$ cat src/rtl/uart_tx_pkg.sv
package uart_tx_pkg;

  typedef enum logic [2:0] {
    ST_IDLE,
    ST_START,
    ST_DATA,
    ST_PAR,
    ST_STOP
  } tx_state_e;

  typedef struct packed {
    logic [3:0] nbits;     // 5..8 data bits
    logic       par_en;
    logic       par_even;
    logic       two_stop;
  } frame_cfg_t;

  function automatic frame_cfg_t decode_lc(input logic [7:0] lc);
    frame_cfg_t c;
    c.nbits    = 4'd5 + {2'b00, lc[1:0]};
    c.two_stop = lc[2];
    c.par_even = lc[3];
    c.par_en   = lc[5];
    return c;
  endfunction

endpackage

$ cat src/rtl/uart_tx_baud.sv
module uart_tx_baud #(
  parameter int DIV_W  = 16,
  parameter int FRAC_W = 3,
  parameter int OSR    = 16
) (
  input  logic              clk,
  input  logic              rst_n,
  input  logic              start,
  input  logic              run,
  input  logic [DIV_W-1:0]  div_in,
  input  logic [FRAC_W-1:0] frac_in,
  output logic              bit_end
);
  localparam int CNT_W = DIV_W + 2;
  localparam int IDX_W = $clog2(OSR);

  logic [DIV_W-1:0]  div_q;
  logic [FRAC_W-1:0] frac_q;
  logic [CNT_W-1:0]  sub_cnt;
  logic [IDX_W-1:0]  tick_idx;
  logic [CNT_W-1:0]  tick_len;
  logic              stretch;
  logic              sub_end;

  // The first frac_q ticks of each bit are one clock longer.
  assign stretch  = 32'(tick_idx) < 32'(frac_q);
  assign tick_len = CNT_W'(div_q) + CNT_W'(1) + CNT_W'(stretch);
  assign sub_end  = (sub_cnt == tick_len - CNT_W'(1));
  assign bit_end  = run && sub_end && (tick_idx == IDX_W'(OSR - 1));

  always_ff @(posedge clk or negedge rst_n) begin
    if (!rst_n) begin
      div_q    <= '0;
      frac_q   <= '0;
      sub_cnt  <= '0;
      tick_idx <= '0;
    end else if (start) begin
      div_q    <= div_in;
      frac_q   <= frac_in;
      sub_cnt  <= '0;
      tick_idx <= '0;
    end else if (run) begin
      if (sub_end) begin
        sub_cnt  <= '0;
        tick_idx <= (tick_idx == IDX_W'(OSR - 1)) ? '0 : tick_idx + 1'b1;
      end else begin
        sub_cnt <= sub_cnt + 1'b1;
      end
    end else begin
      sub_cnt  <= '0;
      tick_idx <= '0;
    end
  end

  p_tick_hold_r4: assert property (@(posedge clk) disable iff (!rst_n)
    run && !start && !sub_end |=> $stable(tick_idx));

  p_end_single_r4: assert property (@(posedge clk) disable iff (!rst_n)
    bit_end |=> !bit_end);

endmodule

$ cat src/rtl/uart_tx_hold.sv
module uart_tx_hold #(
  parameter int DATA_W = 8
) (
  input  logic              clk,
  input  logic              rst_n,
  input  logic [DATA_W-1:0] in_data,
  input  logic              in_valid,
  output logic              in_ready,
  input  logic              take,
  output logic              full,
  output logic [DATA_W-1:0] data
);
  logic accept;

  assign in_ready = !full || take;
  assign accept   = in_valid && in_ready;

  always_ff @(posedge clk or negedge rst_n) begin
    if (!rst_n) begin
      full <= 1'b0;
      data <= '0;
    end else begin
      full <= (full && !take) || accept;
      if (accept) data <= in_data;
    end
  end

  p_hold_keep_r6: assert property (@(posedge clk) disable iff (!rst_n)
    full && !take |=> full && $stable(data));

  p_take_full_r6: assert property (@(posedge clk) disable iff (!rst_n)
    take |-> full);

endmodule

$ cat src/rtl/uart_tx_frame.sv
module uart_tx_frame
  import uart_tx_pkg::*;
#(
  parameter int DIV_W = 16
) (
  input  logic             clk,
  input  logic             rst_n,
  input  logic             hold_full,
  input  logic [7:0]       hold_data,
  input  logic [7:0]       line_ctrl,
  input  logic [DIV_W-1:0] baud_int,
  input  logic             bit_end,
  output logic             take,
  output logic             txd,
  output logic             busy
);
  tx_state_e  st;
  frame_cfg_t cfg_q, cfg_n;
  logic [7:0] shreg;
  logic [3:0] cnt;
  logic       par_q, par_n;
  logic       txd_q;
  logic [7:0] data_mask;
  logic       configured;
  logic       frame_done;

  assign configured = |baud_int;
  assign frame_done = (st == ST_STOP) && bit_end && (cnt == 4'd0);
  assign take       = hold_full && configured && ((st == ST_IDLE) || frame_done);
  assign busy       = (st != ST_IDLE);
  assign txd        = txd_q;

  always_comb begin
    cfg_n     = decode_lc(line_ctrl);
    data_mask = 8'hFF >> (4'd8 - cfg_n.nbits);
    par_n     = ^(hold_data & data_mask);
    if (!cfg_n.par_even) par_n = !par_n;
  end

  always_ff @(posedge clk or negedge rst_n) begin
    if (!rst_n) begin
      st    <= ST_IDLE;
      txd_q <= 1'b1;
      shreg <= '0;
      cnt   <= '0;
      cfg_q <= '0;
      par_q <= 1'b0;
    end else if (take) begin
      st    <= ST_START;
      txd_q <= 1'b0;
      shreg <= hold_data;
      cfg_q <= cfg_n;
      par_q <= par_n;
    end else if (bit_end) begin
      unique case (st)
        ST_START: begin
          txd_q <= shreg[0];
          shreg <= shreg >> 1;
          cnt   <= cfg_q.nbits - 4'd1;
          st    <= ST_DATA;
        end
        ST_DATA: begin
          if (cnt == 4'd0) begin
            if (cfg_q.par_en) begin
              txd_q <= par_q;
              st    <= ST_PAR;
            end else begin
              txd_q <= 1'b1;
              cnt   <= {3'b000, cfg_q.two_stop};
              st    <= ST_STOP;
            end
          end else begin
            txd_q <= shreg[0];
            shreg <= shreg >> 1;
            cnt   <= cnt - 4'd1;
          end
        end
        ST_PAR: begin
          txd_q <= 1'b1;
          cnt   <= {3'b000, cfg_q.two_stop};
          st    <= ST_STOP;
        end
        ST_STOP: begin
          if (cnt == 4'd0) st <= ST_IDLE;
          else             cnt <= cnt - 4'd1;
        end
        default: st <= ST_IDLE;
      endcase
    end
  end

  p_idle_high_r1: assert property (@(posedge clk) disable iff (!rst_n)
    st == ST_IDLE |-> txd_q);

  p_start_low_r1: assert property (@(posedge clk) disable iff (!rst_n)
    take |=> !txd_q && st == ST_START);

  p_no_start_unconfig_r5: assert property (@(posedge clk) disable iff (!rst_n)
    !configured && st == ST_IDLE |=> st == ST_IDLE);

  p_level_held_r4: assert property (@(posedge clk) disable iff (!rst_n)
    busy && !bit_end && !take |=> $stable(txd_q));

  p_stop_high_r3: assert property (@(posedge clk) disable iff (!rst_n)
    st == ST_STOP |-> txd_q);

endmodule

$ cat src/rtl/uart_tx_frac.sv
module uart_tx_frac #(
  parameter int DIV_W  = 16,
  parameter int FRAC_W = 3,
  parameter int OSR    = 16
) (
  input  logic              clk,
  input  logic              rst_n,
  input  logic [7:0]        in_data,
  input  logic              in_valid,
  output logic              in_ready,
  input  logic [7:0]        line_ctrl,
  input  logic [DIV_W-1:0]  baud_int,
  input  logic [FRAC_W-1:0] baud_frac,
  output logic              txd,
  output logic              busy,
  output logic              tx_empty
);
  logic       take;
  logic       hold_full;
  logic [7:0] hold_data;
  logic       bit_end;

  uart_tx_hold #(.DATA_W(8)) u_hold (
    .clk      (clk),
    .rst_n    (rst_n),
    .in_data  (in_data),
    .in_valid (in_valid),
    .in_ready (in_ready),
    .take     (take),
    .full     (hold_full),
    .data     (hold_data)
  );

  uart_tx_frame #(.DIV_W(DIV_W)) u_frame (
    .clk       (clk),
    .rst_n     (rst_n),
    .hold_full (hold_full),
    .hold_data (hold_data),
    .line_ctrl (line_ctrl),
    .baud_int  (baud_int),
    .bit_end   (bit_end),
    .take      (take),
    .txd       (txd),
    .busy      (busy)
  );

  uart_tx_baud #(.DIV_W(DIV_W), .FRAC_W(FRAC_W), .OSR(OSR)) u_baud (
    .clk     (clk),
    .rst_n   (rst_n),
    .start   (take),
    .run     (busy),
    .div_in  (baud_int),
    .frac_in (baud_frac),
    .bit_end (bit_end)
  );

  assign tx_empty = !busy && !hold_full;

  p_empty_idle_r8: assert property (@(posedge clk) disable iff (!rst_n)
    tx_empty |-> txd && in_ready && !busy);

endmodule

$ cat config.mk
export PLATFORM = sky130hd
export DESIGN_NAME = uart_tx_frac
export DESIGN_NICKNAME = d
export VERILOG_FILES = /design/src/rtl/uart_tx_pkg.sv /design/src/rtl/uart_tx_baud.sv /design/src/rtl/uart_tx_hold.sv /design/src/rtl/uart_tx_frame.sv /design/src/rtl/uart_tx_frac.sv
export SDC_FILE = /design/constraint.sdc
export NUM_CORES = 1
export LEC_CHECK = 0
export BUFFER_PORTS_ARGS = -buffer_cell sky130_fd_sc_hd__buf_2
export CAP_MARGIN = 20
export CORE_ASPECT_RATIO = 2
export CORE_MARGIN = 2
export CORE_UTILIZATION = 45
export DETAILED_ROUTE_END_ITERATION = 10
export GPL_ROUTABILITY_DRIVEN = 0
export GPL_TIMING_DRIVEN = 0
export PLACE_DENSITY_LB_ADDON = 0.1
export SYNTH_ARGS = -nofsm -noshare
export SYNTH_HDL_FRONTEND = slang
export SYNTH_SLANG_ARGS = --single-unit
$ cat constraint.sdc
create_clock -name clk -period 3.77 [get_ports clk]
set_input_delay 0.5655 -clock clk [delete_from_list [all_inputs] [get_ports clk]]
set_output_delay 0.5655 -clock clk [all_outputs]
set_load 0.005 [all_outputs]
==> results of run 1 <==
[synthesized netlist by cell type, types with 5 or more instances]
| cell type | n |
|---|---|
| dfrtp_1 | 72 |
| nor2_1 | 44 |
| nand2_1 | 36 |
| xnor2_1 | 33 |
| xor2_1 | 25 |
| mux2_2 | 24 |
| nand3_1 | 21 |
| inv_1 | 19 |
| nand4_1 | 19 |
| nor3_1 | 19 |
| o21ai_0 | 15 |
| ha_1 | 14 |
| a21oi_1 | 13 |
| mux2_1 | 13 |
| and3_1 | 10 |
| nor4_1 | 10 |
| clkbuf_1 | 9 |
| or3_1 | 9 |
| mux2_4 | 8 |
| nand2b_1 | 7 |
| o31ai_1 | 7 |
| buf_4 | 6 |
| buf_2 | 5 |
| mux2i_1 | 5 |
[worst max-delay path, delay by kind of cell, from the launching register on]
kind,cells,cell delay [ns]
fa+ha+maj,3,0.65
xor+xnor,1,0.11
buf+inv,2,0.24
flops,1,0.39
compound gates,4,0.76
simple gates,7,1.44
[logic make-up after synthesis]
kind of cell	after synthesis	synth area share [%]
buffers and inverters	47	4.90
AO/OA/AOI/OAI	90	13.4
XOR/XNOR	62	11.2
AND/OR/NAND/NOR	206	21.0
flip-flops	73	35.0
multiplexers	50	11.2
adder cells (fa/ha/maj)	14	3.35
[registers in the layout, indices dropped and copies added, names as in the netlist]
register         flops
u_baud.div_q        16
u_baud.frac_q        3
u_baud.sub_cnt      18
u_baud.tick_idx      4
u_frame.cfg_q        6
u_frame.cnt          4
u_frame.par_q        1
u_frame.shreg        8
u_frame.st           3
u_frame.txd          1
u_hold.data          8
u_hold.full          1
[per-layer routing]
layer  global-route usage [%]  wire, um  up-vias
met1                     25.5      5380     2251
li1                         -         -     2110
met2                     46.9      8450      138
met4                     12.8       762        0
met5                        0         0        -
met3                     3.75       618       45
[cell type report]
type	count	area share, %
multi-input combinational	422	52.2
sequential	73	28.3
timing repair buffer	69	8.17
clock buffer	9	3.48
buffer	23	2.84
tap	142	2.75
inverter	20	1.16
clock inverter	7	1.08
antenna	1	0.0387
[cell usage in the layout, fill, tap and decap left out, drive strengths merged, types with 3 or more instances in the layout]
cell     n
nand2   36
xor2    25
nor2b    4
nand3   21
a31oi    4
nor3b    4
a21oi   13
mux2i    5
a21o     4
buf     83
nand4   20
a22o     3
or2      6
a211o    4
nor2    44
o21a     4
nor4    10
dfrtp   72
xnor2   35
o211ai   5
o31ai    7
or4      3
a311oi   3
clkbuf  18
a211oi   4
nor3    19
clkinv   5
nand2b   7
and2     4
o21ai   18
o22ai    4
inv     20
or3      9
ha      14
and3    11
mux2    45
a21boi   3
[power breakdown]
group          switching (mW)  internal, mW  leakage [nW]
clock                   0.345         0.512         0.146
sequential              0.293          1.04         0.907
combinational            1.04          1.05          1.75
total                    1.68          2.60          2.80
[worst max path at each step]
stage | depth (start not counted) | start | end | slack [ns]
floorplan | 17 | u_baud.tick_idx[1] | u_frame.shreg[3] | -0.18
global placement | 18 | u_baud.tick_idx[1] | in_ready | -0.83
detailed placement | 18 | u_baud.tick_idx[1] | in_ready | -0.82
CTS | 18 | u_baud.frac_q[1] | in_ready | -0.64
global route | 17 | u_baud.tick_idx[1] | in_ready | -0.82
finish | 17 | u_baud.tick_idx[1] | in_ready | -0.73
[timing repair]
item,4_1_cts,5_1_grt
gates cloned,2,1
hold buffers,0,0
gates resized for setup,44,12
pin swaps,38,16
setup endpoints to repair,74,74
buffers inserted,24,6
==> flow_summary.ini, run 1 <==
[clocking]
htreeDepth = 3
clk_path_buf_depth = 2
cts_tree = done
clock_latency_ns = 0.34
cts.clk_slew.worst_paths_ns = 0.06
cts_sinks = 73
cts-root-buf = clkbuf_16
cts_made_buffers = 9

[timing]
fin_tns_setup_ns = -30.77
period_minus_slack_ns = 4.50
rsz0062_at_grt = yes
setup_violations = 74
holdWs_ns = 0.0575
post-route-period-util_pct = 119
fin_ws_ns = -0.730
maxSlewHeadroom_pct = 35.1
hold_violations = 0
fmaxAchievable_mhz = 222
worstMarginPinSlew_ns = 0.971
finClkSkew_ns = 0.00897
slew_viol_final = 0

[layout]
register_area_um2 = 1830
final_core_util_pct = 56.9
multi_input_area_um2 = 3370
num-fill-cells = 1045
area_delta_synth_final_pct = 23.6
drive_gt1_share_pct = 31.1
final_cell_area_um2 = 6460
fin_cells = 766
fin_nets = 670

[global_routing]
antenna_found_initial = 1
grt_pass1_vias = 4592
grt_overflow = 0
grt_max_degree = 66
grt_usage_pct = 24.8
grt_first_pass_wirelength_um = 23700

[critical_path]
crit_slowest_cell = dfrtp_1
cp_data_required_time_ns = 3.20
startpoint_type = flop
regToRegStartpoint = u_baud.tick_idx[1]
end_kind = primary output
crit_type = flop to primary output
path_cells = ha_1 -> a21o_1 -> a211o_1 -> ha_4 -> ha_4 -> or2_1 -> a32oi_2 -> xnor2_1 -> nor4_2 -> nand4_1 -> nor3_1 -> nand4_1 -> and4bb_4 -> o21ai_4 -> buf_8 -> nand2_2 -> buf_2
max_stage_delay_ns = 0.39
r2r-end = u_frame.shreg[2]
critPathMaxFanout = 3
arrival_ns = 3.93
regToRegSetupSlack_ns = -0.61
rr_worst_depth = 16

[synth]
ys_dominant_reg_cell = dfrtp_1
synth_cells = 542
synth_cell_types = 76
synth_area_um2 = 5230
yosys_warnings = 0
synth-edff-count = 0
avgSynthCellArea_um2 = 9.65
yosysTopAreaCell = dfrtp_1
synth.ff_latch_count = 73
synth_top_area_share_pct = 34.4
syn_nets = 594
ys_seq_area_share_pct = 35.0
synthArstFlopShare_pct = 100
ys_top_cells_by_area = dfrtp_1, xnor2_1, mux2_2

[place]
place_ws_ns = -0.823
dp_cells = 723
io_buffers = 38
placed_area_um2 = 5750
hpwlAfterDp_um = 11000

[route]
viasPerCell = 5.93
wl_per_cell_um = 19.9
vias = 4544
drt_iter0_markers = 279
firstDrtPassIters = 7
drc_errors = 0
routed_wl_um = 15200
drtAntennaViolNets = 0

[power_and_ir_drop]
ir_drop_mv = 0.490
power_density_nw_per_um2 = 662
power_mw = 4.28
p_leak_nw = 2.80

[run]
max-cap-violations = 0

[floorplanning]
die_area_um2 = 12600
coreArea_um2 = 11400
die_x_um = 80.2
std_cell_rows = 55
initial_core_util_pct = 46.1
pin_count = 42
die_h_um = 156

[run_status]
status = finished, violations left
violations = negative setup slack

[min_path]
hp-class = input port to async pin
Power figures use the tool's default switching activity.
==> run 2, diff against run 1 <==
--- a/config.mk
+++ b/config.mk
@@ -10,10 +10,12 @@
 export CORE_ASPECT_RATIO = 2
 export CORE_MARGIN = 2
 export CORE_UTILIZATION = 45
+export CTS_CLUSTER_DIAMETER = 150
 export DETAILED_ROUTE_END_ITERATION = 10
 export GPL_ROUTABILITY_DRIVEN = 0
 export GPL_TIMING_DRIVEN = 0
 export PLACE_DENSITY_LB_ADDON = 0.1
 export SYNTH_ARGS = -nofsm -noshare
 export SYNTH_HDL_FRONTEND = slang
+export SYNTH_HIERARCHICAL = 1
 export SYNTH_SLANG_ARGS = --single-unit
==> flow_summary.ini, run 2 <==
[timing]
maxSlewHeadroom_pct = 50.6
fin_ws_ns = -0.653
finClkSkew_ns = 0.00623
rsz0062_at_grt = yes
setup_violations = 58
period_minus_slack_ns = 4.42
fmaxAchievable_mhz = 226
hold_violations = 0
post-route-period-util_pct = 117
slew_viol_final = 0
fin_tns_setup_ns = -17.69
worstMarginPinSlew_ns = 0.740

[synth]
ys_dominant_reg_cell = dfrtp_1
synth_cell_types = 65
synth_top_area_share_pct = 43.0
yosysTopAreaCell = dfrtp_1
synth-edff-count = 0
synth_area_um2 = 4190
avgSynthCellArea_um2 = 10.2
synth.ff_latch_count = 73
yosysMostFrequentCell = dfrtp_1
synthArstFlopShare_pct = 100
ys_top_cells_by_area = dfrtp_1, xnor2_1, xor2_1
yosys_warnings = 6
synth_cells = 410
ys_seq_area_share_pct = 43.7
syn_nets = 460
synth_common_cells = dfrtp_1, nor2_1, nand2_1

[global_routing]
grt_max_degree = 39
grt_usage_pct = 21.8
grt_pass1_vias = 3537
grt_use_met1_pct = 21.3
antenna_found_initial = 0
met2_usage_pct = 41.9
grt_use_met3_pct = 3.67
grt_overflow = 0
top_usage_layer = met2
grt_first_pass_wirelength_um = 16900

[floorplanning]
die_x_um = 72.2
std_cell_rows = 49
coreArea_um2 = 9010
die_h_um = 140
die_area_um2 = 10100
initial_core_util_pct = 46.4
pin_count = 42

[power_and_ir_drop]
power_density_nw_per_um2 = 323
ir_drop_mv = 0.228
p_leak_nw = 2.43

[route]
wl_per_cell_um = 17.4
drt_iter0_markers = 134
drc_errors = 0
firstDrtPassIters = 4
vias = 3389
drtAntennaViolNets = 0
routed_wl_um = 10500
viasPerCell = 5.64

[layout]
largest_reg_flops = 18
reg_top3 = u_baud/sub_cnt: 18 flops, u_baud/div_q: 16 flops
final_common_cell = dfrtp_1
layout_common_cells = dfrtp_1, buf_2, nand2_1
n_antenna_cell = 0
drive_gt1_share_pct = 36.3
fin_nets = 544
fin_cells = 601
regMostFlops = u_baud/sub_cnt
area_delta_synth_final_pct = 30.5

[critical_path]
startpoint_type = flop
crit_type = flop to primary output
end_kind = primary output
arrival_ns = 3.86
critPathMaxFanout = 4
cp_data_required_time_ns = 3.20

[clocking]
clk_path_buf_depth = 2
clock_latency_ns = 0.33
cts.clk_slew.worst_paths_ns = 0.06
cts_sinks = 73
htreeDepth = 3
cts-root-buf = clkbuf_16
cts_made_buffers = 9
cts_tree = done

[place]
hpwlAfterDp_um = 7320
io_buffers = 38
dp_cells = 551

[min_path]
hp-class = input port to async pin

[run]
max-cap-violations = 0

[run_status]
status = finished, violations left
violations = negative setup slack
-- run 2: cell count changes after synthesis, sizes merged, moves of 8 or more --
cell	previous run	this run
mux2	45	25
clkbuf	10	2
nand4	20	11
xnor2	35	25
nor3	19	7
-- run 2: area by class of cell --
class                           count  area [um2]
Sequential cell                    73        1830
Buffer                             11        96.3
Fill cell                         754        3550
Tap cell                          102         128
Inverter                           16        60.1
Clock inverter                      6        68.8
Multi-Input combinational cell    308        2450
Timing Repair Buffer               75         603
Clock buffer                       10         229
-- run 2: cell families after synthesis --
kind of cell	after synthesis	synth area share, %
XOR/XNOR	48	10.0
AO/OA/AOI/OAI	73	12.5
buffers and inverters	29	3.26
AND/OR/NAND/NOR	144	18.1
adder cells (fa/ha/maj)	12	3.59
multiplexers	31	8.88
flip-flops	73	43.7
-- run 2: worst paths after layout --
kind                                   from  slack, ns            endpoint  cells past startpoint
max                        u_baud/frac_q[1]      -0.65            in_ready                     20
min                                   rst_n       0.20     u_baud/div_q[9]                      1
max reg2reg                u_baud/frac_q[1]      -0.43    u_baud/div_q[11]                     23
min reg2reg                u_frame/cfg_q[0]       0.47    u_frame/cfg_q[0]                      2
max in group asynchronous             rst_n       2.98  u_baud/tick_idx[0]                      2
min in group clk               line_ctrl[5]       0.44    u_frame/cfg_q[2]                      3
-- run 2: worst max-delay path, stage by stage (launching register included) --
cell	delay (ns)
dfrtp_1	0.37
inv_2	0.08
ha_4	0.20
a21o_1	0.16
a211oi_2	0.21
ha_2	0.24
ha_4	0.16
buf_12	0.10
nand3_2	0.13
nor4_2	0.35
xnor2_1	0.12
a211oi_2	0.30
nand4_4	0.16
nor2_4	0.15
inv_2	0.05
o21ai_2	0.12
nand4_1	0.17
inv_2	0.14
buf_12	0.10
nand2b_4	0.11
buf_2	0.11
-- run 2: per-layer routing --
metal / share of wire [%] / vias up / routed length, um
li1: - / 1629 / -
met1: 36 / 1666 / 3790
met2: 58 / 65 / 6050
met3: 2.5 / 29 / 264
met4: 3.5 / 0 / 365
met5: 0 / - / 0
-- run 2: timing repair --
action                                  CTS  global route
gates resized for setup                  71            30
hold endpoints to repair                  0             0
pin swaps                                14            12
endpoints found under the setup margin   72            72
cloned                                    3             0
setup buffers                            29            10
hold buffers                              0             0
-- run 2: where the power goes --
part	total [mW]	internal, mW	switching, mW	leakage [nW]
registers	0.804	0.794	0.0108	0.941
logic	0.0998	0.0514	0.0483	1.35
clock network	0.859	0.515	0.344	0.143
total	1.76	1.36	0.404	2.43
-- run 2: stage by stage --
stage / power, mW / setup WS [ns] / utilization (%) / hold WS (ns) / instance area (um2)
after floorplan: 0.866 / -0.0858 / - / 0.270 / 4220
after global placement: 0.914 / -0.711 / 50.4 / 0.463 / 4540
after detailed placement: 0.918 / -0.734 / 50.6 / 0.462 / 4560
after CTS: 1.78 / -0.722 / 60.1 / 0.210 / 5420
after global routing: 1.82 / -0.848 / 60.6 / 0.228 / 5460
final: 1.76 / -0.653 / 60.6 / 0.199 / 5460
